===== config.mk =====
export PLATFORM = sky130hd
export DESIGN_NAME = evtacc_core
export DESIGN_NICKNAME = d
export VERILOG_FILES = /design/src/rtl/evtacc_pkg.sv /design/src/rtl/evtacc_sync.sv /design/src/rtl/evtacc_presc.sv /design/src/rtl/evtacc_accum.sv /design/src/rtl/evtacc_core.sv
export SDC_FILE = /design/constraint.sdc
export NUM_CORES = 1
export LEC_CHECK = 0
export ABC_AREA = 1
export CAP_MARGIN = 20
export CORE_MARGIN = 2
export CORE_UTILIZATION = 55
export DETAILED_ROUTE_END_ITERATION = 10
export DONT_BUFFER_PORTS = 1
export PLACE_DENSITY = 0.81
export REMOVE_ABC_BUFFERS = 1
export SETUP_SLACK_MARGIN = 0.4
export SLEW_MARGIN = 20
export SYNTH_ARGS = -nofsm -noshare
export SYNTH_HDL_FRONTEND = slang
export SYNTH_HIERARCHICAL = 1
export SYNTH_SLANG_ARGS = --single-unit

===== constraint.sdc =====
create_clock -name clk -period 3.9 [get_ports clk]
set_input_delay 0.195 -clock clk [delete_from_list [all_inputs] [get_ports clk]]
set_output_delay 0.195 -clock clk [all_outputs]
set_load 0.02 [all_outputs]

===== src/rtl/evtacc_pkg.sv =====
`timescale 1ns/1ps
package evtacc_pkg;

    localparam int unsigned CNT_W = 8;
    typedef logic [CNT_W-1:0] cnt_t;

    typedef enum logic [1:0] {
        REG_CTRL  = 2'd0,
        REG_COUNT = 2'd1,
        REG_FLAGS = 2'd2,
        REG_NONE  = 2'd3
    } reg_sel_e;

    typedef struct packed {
        logic       spare7;
        logic       enable;
        logic       gated;
        logic       polarity;
        logic [1:0] spare32;
        logic       ovf_ie;
        logic       edge_ie;
    } ctrl_t;

    localparam cnt_t CTRL_WMASK = 8'h73;

    typedef struct packed {
        logic ovf;
        logic edge_hit;
    } flags_t;

    // polarity 1 selects rising transitions, 0 selects falling ones; in gated
    // mode the same choice is the transition that closes the gate
    function automatic logic pick_edge(input logic pol, input logic rise, input logic fall);
        return pol ? rise : fall;
    endfunction

    function automatic logic gate_open(input logic pol, input logic lvl);
        return pol ? ~lvl : lvl;
    endfunction

endpackage


===== src/rtl/evtacc_sync.sv =====
`timescale 1ns/1ps
module evtacc_sync #(
    parameter int unsigned STAGES = 2
) (
    input  logic clk,
    input  logic rst,
    input  logic pin,
    output logic lvl,
    output logic rise,
    output logic fall
);
    logic [STAGES-1:0] chain_q;
    logic              prev_q;

    always_ff @(posedge clk) begin
        if (rst) begin
            chain_q <= '0;
            prev_q  <= 1'b0;
        end else begin
            chain_q <= {chain_q[STAGES-2:0], pin};
            prev_q  <= chain_q[STAGES-1];
        end
    end

    assign lvl  = chain_q[STAGES-1];
    assign rise = lvl & ~prev_q;
    assign fall = ~lvl & prev_q;

    // an edge indication lasts a single cycle
    p_rise_single_r5: assert property (@(posedge clk) disable iff (rst)
        rise |=> !rise);
    p_fall_single_r5: assert property (@(posedge clk) disable iff (rst)
        fall |=> !fall);

endmodule


===== src/rtl/evtacc_presc.sv =====
`timescale 1ns/1ps
module evtacc_presc #(
    parameter int unsigned DIV = 64
) (
    input  logic clk,
    input  logic rst,
    output logic tick
);
    localparam int unsigned W = (DIV > 1) ? $clog2(DIV) : 1;
    localparam logic [W-1:0] LAST = W'(DIV - 1);

    logic [W-1:0] div_q;

    always_ff @(posedge clk) begin
        if (rst)              div_q <= '0;
        else if (div_q == LAST) div_q <= '0;
        else                  div_q <= div_q + 1'b1;
    end

    assign tick = (div_q == LAST);

    // ticks never come on adjacent cycles
    p_tick_gap_r6: assert property (@(posedge clk) disable iff (rst)
        tick |=> !tick);

endmodule


===== src/rtl/evtacc_accum.sv =====
`timescale 1ns/1ps
module evtacc_accum
    import evtacc_pkg::*;
(
    input  logic   clk,
    input  logic   rst,
    input  logic   step,
    input  logic   load,
    input  cnt_t   load_val,
    input  logic   edge_evt,
    input  logic   clr_ovf,
    input  logic   clr_edge,
    output cnt_t   count,
    output flags_t flags
);
    logic wrap;

    assign wrap = step & ~load & (count == '1);

    always_ff @(posedge clk) begin
        if (rst)        count <= '0;
        else if (load)  count <= load_val;
        else if (step)  count <= count + 1'b1;
    end

    always_ff @(posedge clk) begin
        if (rst) begin
            flags <= '0;
        end else begin
            if (wrap)          flags.ovf <= 1'b1;
            else if (clr_ovf)  flags.ovf <= 1'b0;
            if (edge_evt)      flags.edge_hit <= 1'b1;
            else if (clr_edge) flags.edge_hit <= 1'b0;
        end
    end

    p_load_r7: assert property (@(posedge clk) disable iff (rst)
        load |=> count == $past(load_val));
    p_step_r3: assert property (@(posedge clk) disable iff (rst)
        (step && !load) |=> count == cnt_t'($past(count) + 1'b1));
    p_hold_r2: assert property (@(posedge clk) disable iff (rst)
        (!step && !load) |=> $stable(count));
    p_wrap_r8: assert property (@(posedge clk) disable iff (rst)
        (step && !load && count == '1) |=> flags.ovf);
    p_clear_r10: assert property (@(posedge clk) disable iff (rst)
        (clr_edge && !edge_evt) |=> !flags.edge_hit);

endmodule


===== src/rtl/evtacc_core.sv =====
`timescale 1ns/1ps
module evtacc_core
    import evtacc_pkg::*;
#(
    parameter int unsigned DIV         = 64,
    parameter int unsigned SYNC_STAGES = 2
) (
    input  logic       clk,
    input  logic       rst,
    input  logic       bus_wr,
    input  logic [1:0] bus_addr,
    input  logic [7:0] bus_wdata,
    output logic [7:0] bus_rdata,
    input  logic       pin_in,
    output logic       irq
);
    ctrl_t    ctrl_q;
    flags_t   flags;
    cnt_t     count;
    reg_sel_e sel;
    logic     lvl, rise, fall, tick;
    logic     qedge, step, edge_evt;
    logic     wr_ctrl, wr_count, wr_flags;

    assign sel      = reg_sel_e'(bus_addr);
    assign wr_ctrl  = bus_wr & (sel == REG_CTRL);
    assign wr_count = bus_wr & (sel == REG_COUNT);
    assign wr_flags = bus_wr & (sel == REG_FLAGS);

    always_ff @(posedge clk) begin
        if (rst)          ctrl_q <= '0;
        else if (wr_ctrl) ctrl_q <= ctrl_t'(bus_wdata & CTRL_WMASK);
    end

    evtacc_sync #(.STAGES(SYNC_STAGES)) u_sync (
        .clk(clk), .rst(rst), .pin(pin_in),
        .lvl(lvl), .rise(rise), .fall(fall)
    );

    evtacc_presc #(.DIV(DIV)) u_presc (
        .clk(clk), .rst(rst), .tick(tick)
    );

    always_comb begin
        qedge    = pick_edge(ctrl_q.polarity, rise, fall);
        edge_evt = ctrl_q.enable & qedge;
        if (ctrl_q.gated) step = ctrl_q.enable & tick & gate_open(ctrl_q.polarity, lvl);
        else              step = ctrl_q.enable & qedge;
    end

    evtacc_accum u_accum (
        .clk(clk), .rst(rst),
        .step(step), .load(wr_count), .load_val(bus_wdata),
        .edge_evt(edge_evt),
        .clr_ovf(wr_flags & bus_wdata[1]),
        .clr_edge(wr_flags & bus_wdata[0]),
        .count(count), .flags(flags)
    );

    always_comb begin
        case (sel)
            REG_CTRL:  bus_rdata = ctrl_q;
            REG_COUNT: bus_rdata = count;
            REG_FLAGS: bus_rdata = {6'd0, flags};
            default:   bus_rdata = '0;
        endcase
    end

    assign irq = (flags.ovf & ctrl_q.ovf_ie) | (flags.edge_hit & ctrl_q.edge_ie);

    p_irq_src_r11: assert property (@(posedge clk) disable iff (rst)
        irq |-> (flags.ovf || flags.edge_hit));
    p_off_flags_r2: assert property (@(posedge clk) disable iff (rst)
        (!ctrl_q.enable && !wr_flags) |=> $stable(flags));
    p_ctrl_spare_r12: assert property (@(posedge clk) disable iff (rst)
        wr_ctrl |=> (ctrl_q.spare7 == 1'b0 && ctrl_q.spare32 == 2'b00));

endmodule


==> key figures, run 1 <==
Place
  • RD Place Congestion: 0.902
  • Port Buffer Count: 0
  • HPWL Detailed: 2130 um
  • Cell total after placement: 237

Floorplan
  • # rows: 18
  • Ports: 23
  • Initial Util: 0.572
  • Die width: 54.3 um
  • Die Ht: 54.3 um
  • DIE AREA: 2950 um2
  • Placeable Area: 2430 um2

Yosys
  • Sequential area share after synthesis: 0.345
  • Top cells by area, synth: dfxtp_1, nand2_1, inv_1
  • Post-Syn Area: 1390 um2
  • Yosys top cell area share: 0.345
  • #FFs+latches synth: 24
  • Mean area per synthesized cell: 6.63 um2
  • Post-synth cell types: 23
  • Yosys warns: 6
  • Mapped Cells: 210
  • Cell taking the most area after synthesis: dfxtp_1

Finish
  • Fin nets: 230
  • Final std cells w/o fill: 243
  • Most frequent cells in the layout: nand2_1, inv_1, nor2_1, dfxtp_1, nand3_1
  • Area growth, synth to finish: 5.31%
  • Antenna cells: 0
  • FILL cells: 240
  • Most common cell after layout, fill and taps aside: nand2_1
  • Share of cells above drive strength 1: 0.0939

Routing
  • DRT Pass-1 Iters: 4
  • Total number of vias: 1,250
  • DRT Wirelength: 2780 um
  • # DRC: 0
  • Via density: 5.14
  • Starting DRC count in detailed routing: 56
  • Average wire per standard cell: 11.4 um
  • Detail Route Antenna Nets: 0

STA
  • Final setup vio count: 0
  • Tcrit/Tclk final: 0.455
  • Final worst path period need: 1.78 ns
  • Final setup TNS: 0 ns
  • Slew at the pin with the worst max-slew slack: 0.711 ns
  • Clk_skew: 0.00171 ns
  • Relative slew margins: 0.524
  • RSZ-0062 raised after global routing: no
  • Fin. Hold Viols: 0
  • Peak Freq: 563 MHz
  • Max-slew violations: 0

Setup path
  • Maximum fanout along the worst path: 4
  • Crit-path cells: ha_1 -> nand2_1 -> inv_1 -> nand2_2 -> inv_1 -> nand2_1 -> nor2_1 -> nand3_1 -> nand2_1 -> nand2_2 -> nor2_1 -> nand4_1 -> a21oi_1
  • Slowest cell on the critical path: dfxtp_1
  • Family with the most delay on the worst path: simple AND/OR/NAND/NOR gates
  • Critical Path AT: 2.03 ns
  • WS Path Type: reg -> reg
  • Largest stage delay on the critical path: 0.39 ns
  • Crit path required time: 4.15 ns
  • CP bufs+invs: 2
  • Crit path launch type: flop
  • CP dominant cell by count: nand2_1
  • Critical Path End Type: flop

Pwr
  • Sequential Power Share: 0.542
  • Internal Power: 0.375 mW
  • VDD IR max: 0.276 mV
  • PwrDens: 333 nW/um2
  • Clock power frac: 0.367
  • Leakage power: 0.638 nW
  • Switch share: 0.230
  • Comb power frac: 0.090
  • Sw Pwr: 0.112 mW

CTS
  • TritonCTS clock tree: built
  • Reg clk slew, reported paths: 0.13 ns
  • CTS max path bufs: 2
  • Post-CTS setup buffer count: 0
  • CTS Buf Count: 3
  • Clk Latency, worst-skew pair: 0.32 ns
  • CTS sink cnt: 24
  • H-tree lvl count: 1
  • Root buffer cell: clkbuf_4

Run
  • Max-cap violations: 0

GRT
  • Largest net degree at the start of global routing: 15
  • Antenna violations before repair: 0
  • First-pass GRT wire length: 4460 um
  • GRT Total Usage: 0.212
  • Total congestion overflow: 0
  • Vias in the first global route: 1,052

Min path
  • Worst Hold Class: in -> reg

Status
  • Outcome: complete, no violations
[cells in the mapped netlist, drive strengths merged]
cell type and number:
nand2 45, inv 40, nor2 35, dfxtp 24, nand3 24, a21oi 14, o21ai 7, a22oi 5
buf 2, ha 2, nand3b 2, nor3 2, o21bai 2, xor2 2, a22o 1, clkbuf 1
nand4 1, or2 1
[power by group through the flow]
stage	combinational, mW	sequential [mW]	clock, mW
global placement	0.0406	0.270	0
finish	0.0440	0.264	0.179
global route	0.0512	0.266	0.196
CTS	0.0443	0.264	0.185
floorplan	0.0352	0.267	0
detailed placement	0.0410	0.270	0
[layer usage]
metal | part of all wire | track usage | wire (um) | vias to the layer above
li1 | - | - | - | 664
met1 | 0.45 | 0.263 | 1250 | 557
met2 | 0.48 | 0.363 | 1330 | 25
met3 | 0.058 | 0.0355 | 161 | 4
met4 | 0.014 | 0.0875 | 38 | 0
met5 | 0 | 0 | 0 | -
[flip-flops by register name, indices dropped and copies added (netlist names)]
signal,flops
u_accum/flags,2
u_presc/div_q,6
u_accum/count,8
ctrl_q,5
u_sync/chain_q,2
u_sync/prev_q,1
[worst paths after layout]
check	startpoint	end	slack [ns]	depth (start not counted)
worst max-delay path	u_presc/div_q[0]$_SDFF_PP0_	u_accum/flags[1]$_SDFFE_PP0P_	2.12	13
worst min-delay path	bus_wr	ctrl_q[4]$_SDFFE_PP0P_	0.03	2
worst max register to register	u_presc/div_q[0]$_SDFF_PP0_	u_accum/flags[1]$_SDFFE_PP0P_	2.12	13
worst min register to register	u_sync/chain_q[0]$_SDFF_PP0_	u_sync/chain_q[1]$_SDFF_PP0_	0.41	2
[metrics by stage]
stage | instance area [um2] | hold WS (ns) | worst slack (ns) | total power [mW] | util
3_5_place_dp | 1390 | 0.270 | 2.15 | 0.311 | 0.573
2_1_floorplan | 1360 | 0.264 | 2.31 | 0.303 | -
5_1_grt | 1470 | 0.0366 | 1.88 | 0.514 | 0.602
3_3_place_gp | 1390 | 0.267 | 2.17 | 0.310 | 0.573
4_1_cts | 1470 | 0.0182 | 2.13 | 0.493 | 0.602
6_report | 1470 | 0.0327 | 2.12 | 0.487 | 0.602
[cells by family after synthesis]
logic type                 after synthesis  share of synthesized area
AOI/OAI and AO/OA                       29                      0.120
xor gates and xnor gates                 2                     0.0126
adders and majority gates                2                     0.0180
buffers and inverters                   43                      0.134
DFF                                     24                      0.345
and+or+nand+nor                        110                      0.371
[area by class of cell]
type | instances | area (um2) | area share
multi-input combinational | 143 | 724 | 0.494
inverter | 40 | 150 | 0.102
tap | 30 | 37.5 | 0.0256
clock inverter | 1 | 30.0 | 0.0205
timing repair buffer | 2 | 20.0 | 0.0137
sequential | 24 | 480 | 0.328
clock buffer | 3 | 22.5 | 0.0154
[timing repair]
action                    4_1_cts  5_1_grt
hold endpoints to repair       10        0
hold buffers                    2        0
gates resized for setup         0        0
No activity file was read; power rests on OpenSTA's default activity.
==> run 2: changes to the inputs <==
- clock period: 3.9 -> 1.7 ns (I/O delays scaled with it)
==> key figures, run 2 (synthesis results as in run 1) <==
Floorplan
  • DIE AREA: 2950 um2 (unchanged)
  • Ports: 23 (unchanged)
  • # rows: 18 (unchanged)
  • Initial Util: 0.572 (unchanged)
  • Die width: 54.3 um (unchanged)
  • Die Ht: 54.3 um (unchanged)
  • Placeable Area: 2430 um2 (unchanged)

STA
  • Final setup vio count: 0 (unchanged)
  • Tcrit/Tclk final: 0.959 (was 0.455)
  • Hold slack: -0.187 ns (was 0.0327 ns)
  • Fin. Hold Viols: 11 (was 0)
  • Relative slew margins: 0.710 (was 0.524)
  • Clk_skew: 0.00861 ns (was 0.00171 ns)
  • Peak Freq: 613 MHz (was 563 MHz)
  • Max-slew violations: 0 (unchanged)
  • Worst setup margin: 0.0695 ns (was 2.12 ns)
  • RSZ-0062 raised after global routing: yes (was no)
  • Final worst path period need: 1.63 ns (was 1.78 ns)
  • Slew at the pin with the worst max-slew slack: 0.434 ns (was 0.711 ns)

GRT
  • Largest net degree at the start of global routing: 15 (unchanged)
  • GRT Total Usage: 0.215 (was 0.212)
  • First-pass GRT wire length: 4640 um (was 4460 um)
  • Total congestion overflow: 0 (unchanged)
  • Antenna violations before repair: 0 (unchanged)
  • Vias in the first global route: 1,195 (was 1,052)

Setup path
  • RR Endpoint: u_accum/count[6]$_SDFFE_PP0P_ (was u_accum/flags[1]$_SDFFE_PP0P_)
  • Crit path required time: 1.91 ns (was 4.15 ns)
  • Maximum fanout along the worst path: 6 (was 4)
  • Critical Path AT: 1.84 ns (was 2.03 ns)
  • WS Path Type: reg -> reg (unchanged)
  • Critical path startpoint: u_presc/div_q[1]$_SDFF_PP0_ (was u_presc/div_q[0]$_SDFF_PP0_)
  • Critical Path End Type: flop (unchanged)
  • Crit path launch type: flop (unchanged)
  • Reg2Reg Depth: 12 (was 13)
  • Reg2reg start: u_presc/div_q[1]$_SDFF_PP0_ (was u_presc/div_q[0]$_SDFF_PP0_)
  • FF-to-FF setup slack: 0.07 ns (was 2.12 ns)
  • CP endpoint: u_accum/count[6]$_SDFFE_PP0P_ (was u_accum/flags[1]$_SDFFE_PP0P_)

Min path
  • Hold Path Cell Cnt: 1 (was 2)
  • Worst Hold Class: in -> reg (unchanged)

Routing
  • Starting DRC count in detailed routing: 54 (was 56)
  • # DRC: 0 (unchanged)
  • DRT Pass-1 Iters: 4 (unchanged)
  • Total number of vias: 1,390 (was 1,250)
  • Via density: 5.25 (was 5.14)
  • DRT Wirelength: 3310 um (was 2780 um)
  • Average wire per standard cell: 12.5 um (was 11.4 um)
  • Detail Route Antenna Nets: 0 (unchanged)

Finish
  • Most common cell after layout, fill and taps aside: inv_1 (was nand2_1)
  • Post-Route Utilization: 0.727 (was 0.602)
  • Most frequent cells in the layout: inv_1, nand2_1, nor2_1, dfxtp_1, nand3_1 (was nand2_1, inv_1, nor2_1, dfxtp_1, nand3_1)
  • Top flop regs: u_accum/count x8, u_presc/div_q x6, ctrl_q x5 (unchanged)
  • Finished Cell Area: 1770 um2 (was 1470 um2)
  • Fin nets: 252 (was 230)
  • Final std cells w/o fill: 265 (was 243)
  • Max FFs per register: 8 (unchanged)
  • Share of cells above drive strength 1: 0.247 (was 0.0939)
  • Antenna cells: 0 (unchanged)
  • Area growth, synth to finish: 27.2% (was 5.31%)
  • Top reg by flops: u_accum/count (unchanged)

CTS
  • CTS max path bufs: 2 (unchanged)
  • CTS hold repair buffers: 12 (was 2)
  • CTS Buf Count: 3 (unchanged)
  • Reg clk slew, reported paths: 0.14 ns (was 0.13 ns)
  • TritonCTS clock tree: built (unchanged)
  • Clk Latency, worst-skew pair: 0.31 ns (was 0.32 ns)
  • Root buffer cell: clkbuf_4 (unchanged)
  • CTS sink cnt: 24 (unchanged)
  • H-tree lvl count: 1 (unchanged)

Place
  • Cell total after placement: 243 (was 237)
  • HPWL Detailed: 2090 um (was 2130 um)
  • Place WS: 0.0518 ns (was 2.15 ns)
  • RD Place Congestion: 0.819 (was 0.902)
  • DP Area: 1440 um2 (was 1390 um2)
  • Port Buffer Count: 0 (unchanged)

Status
  • Failing checks: hold timing
  • Outcome: finished, violations left (was complete, no violations)

Run
  • Max-cap violations: 0 (unchanged)

Pwr
  • VDD IR max: 0.491 mV (was 0.276 mV)
  • PwrDens: 662 nW/um2 (was 333 nW/um2)
  • Leakage power: 0.774 nW (was 0.638 nW)
  • Tot Pwr: 1.17 mW (was 0.487 mW)
run 2: cell types whose count changed in the layout (fill, tap and decap cells not counted), moves of 3 or more:
| cell | previous run | this run |
|---|---|---|
| nor2_4 | 3 | 6 |
| inv_1 | 39 | 36 |
| nand2_2 | 5 | 10 |
| a21oi_2 | 0 | 3 |
| dfxtp_1 | 24 | 20 |
| dlygate4sd3_1 | 2 | 12 |
| nor2_1 | 29 | 25 |
| nand2_1 | 40 | 33 |
| a21oi_1 | 14 | 11 |
| buf_4 | 0 | 10 |
| dfxtp_2 | 0 | 3 |
run 2: worst max-delay path, cell delays in order, from the launching register on:
cell,delay [ns]
dfxtp_4,0.39
ha_4,0.14
nand2_2,0.05
inv_2,0.06
nand2_2,0.06
inv_2,0.05
nand2_1,0.04
nor2_1,0.10
nand3_1,0.08
nand2_2,0.15
nor2_4,0.08
a22oi_1,0.23
a21oi_2,0.09
run 2: cell type report:
class                   count  area, um2
multi-input cells         143        821
clock buffers               3       22.5
clock inverters             1       30.0
well taps                  30       37.5
inverters                  40        153
fillers                   194        663
flip-flops and latches     24        488
repair buffers             24        218
run 2: per-stage QoR:
| step | setup TNS [ns] | hold slack [ns] |
|---|---|---|
| 2_1_floorplan | 0 | 0.154 |
| 3_3_place_gp | 0 | 0.157 |
| 3_5_place_dp | 0 | 0.158 |
| 4_1_cts | 0 | -0.193 |
| 5_1_grt | -0.126 | -0.211 |
| 6_report | 0 | -0.187 |
run 2: how the worst min path moves through the flow:
stage | startpoint | endpoint | slack [ns]
after floorplan | rst | u_accum/count[3]$_SDFFE_PP0P_ | 0.15
after global placement | rst | u_accum/flags[1]$_SDFFE_PP0P_ | 0.16
after CTS | rst | u_accum/flags[1]$_SDFFE_PP0P_ | -0.19
after detailed placement | rst | u_accum/count[3]$_SDFFE_PP0P_ | 0.16
after global routing | rst | u_accum/count[4]$_SDFFE_PP0P_ | -0.21
final | rst | u_accum/flags[1]$_SDFFE_PP0P_ | -0.19
run 2: layer usage:
layer  wire (um)  track usage  part of all wire
met1        1430        0.254              0.43
met2        1680        0.390              0.51
met3         157       0.0383             0.047
met4          40       0.0667             0.012
met5           0            0                 0
run 2: repair_timing:
action                                  4_1_cts  5_1_grt
pin swaps                                     4       12
endpoints found under the setup margin        9       12
endpoints found under the hold margin        24       10
gates resized for setup                      11       26
setup buffers                                 3        3
cloned                                        0        0
run 2: where the power goes:
group / switching, mW / total (mW) / internal, mW
clock network: 0.179 / 0.418 / 0.238
registers: 0.0246 / 0.610 / 0.586
logic: 0.0787 / 0.144 / 0.0650
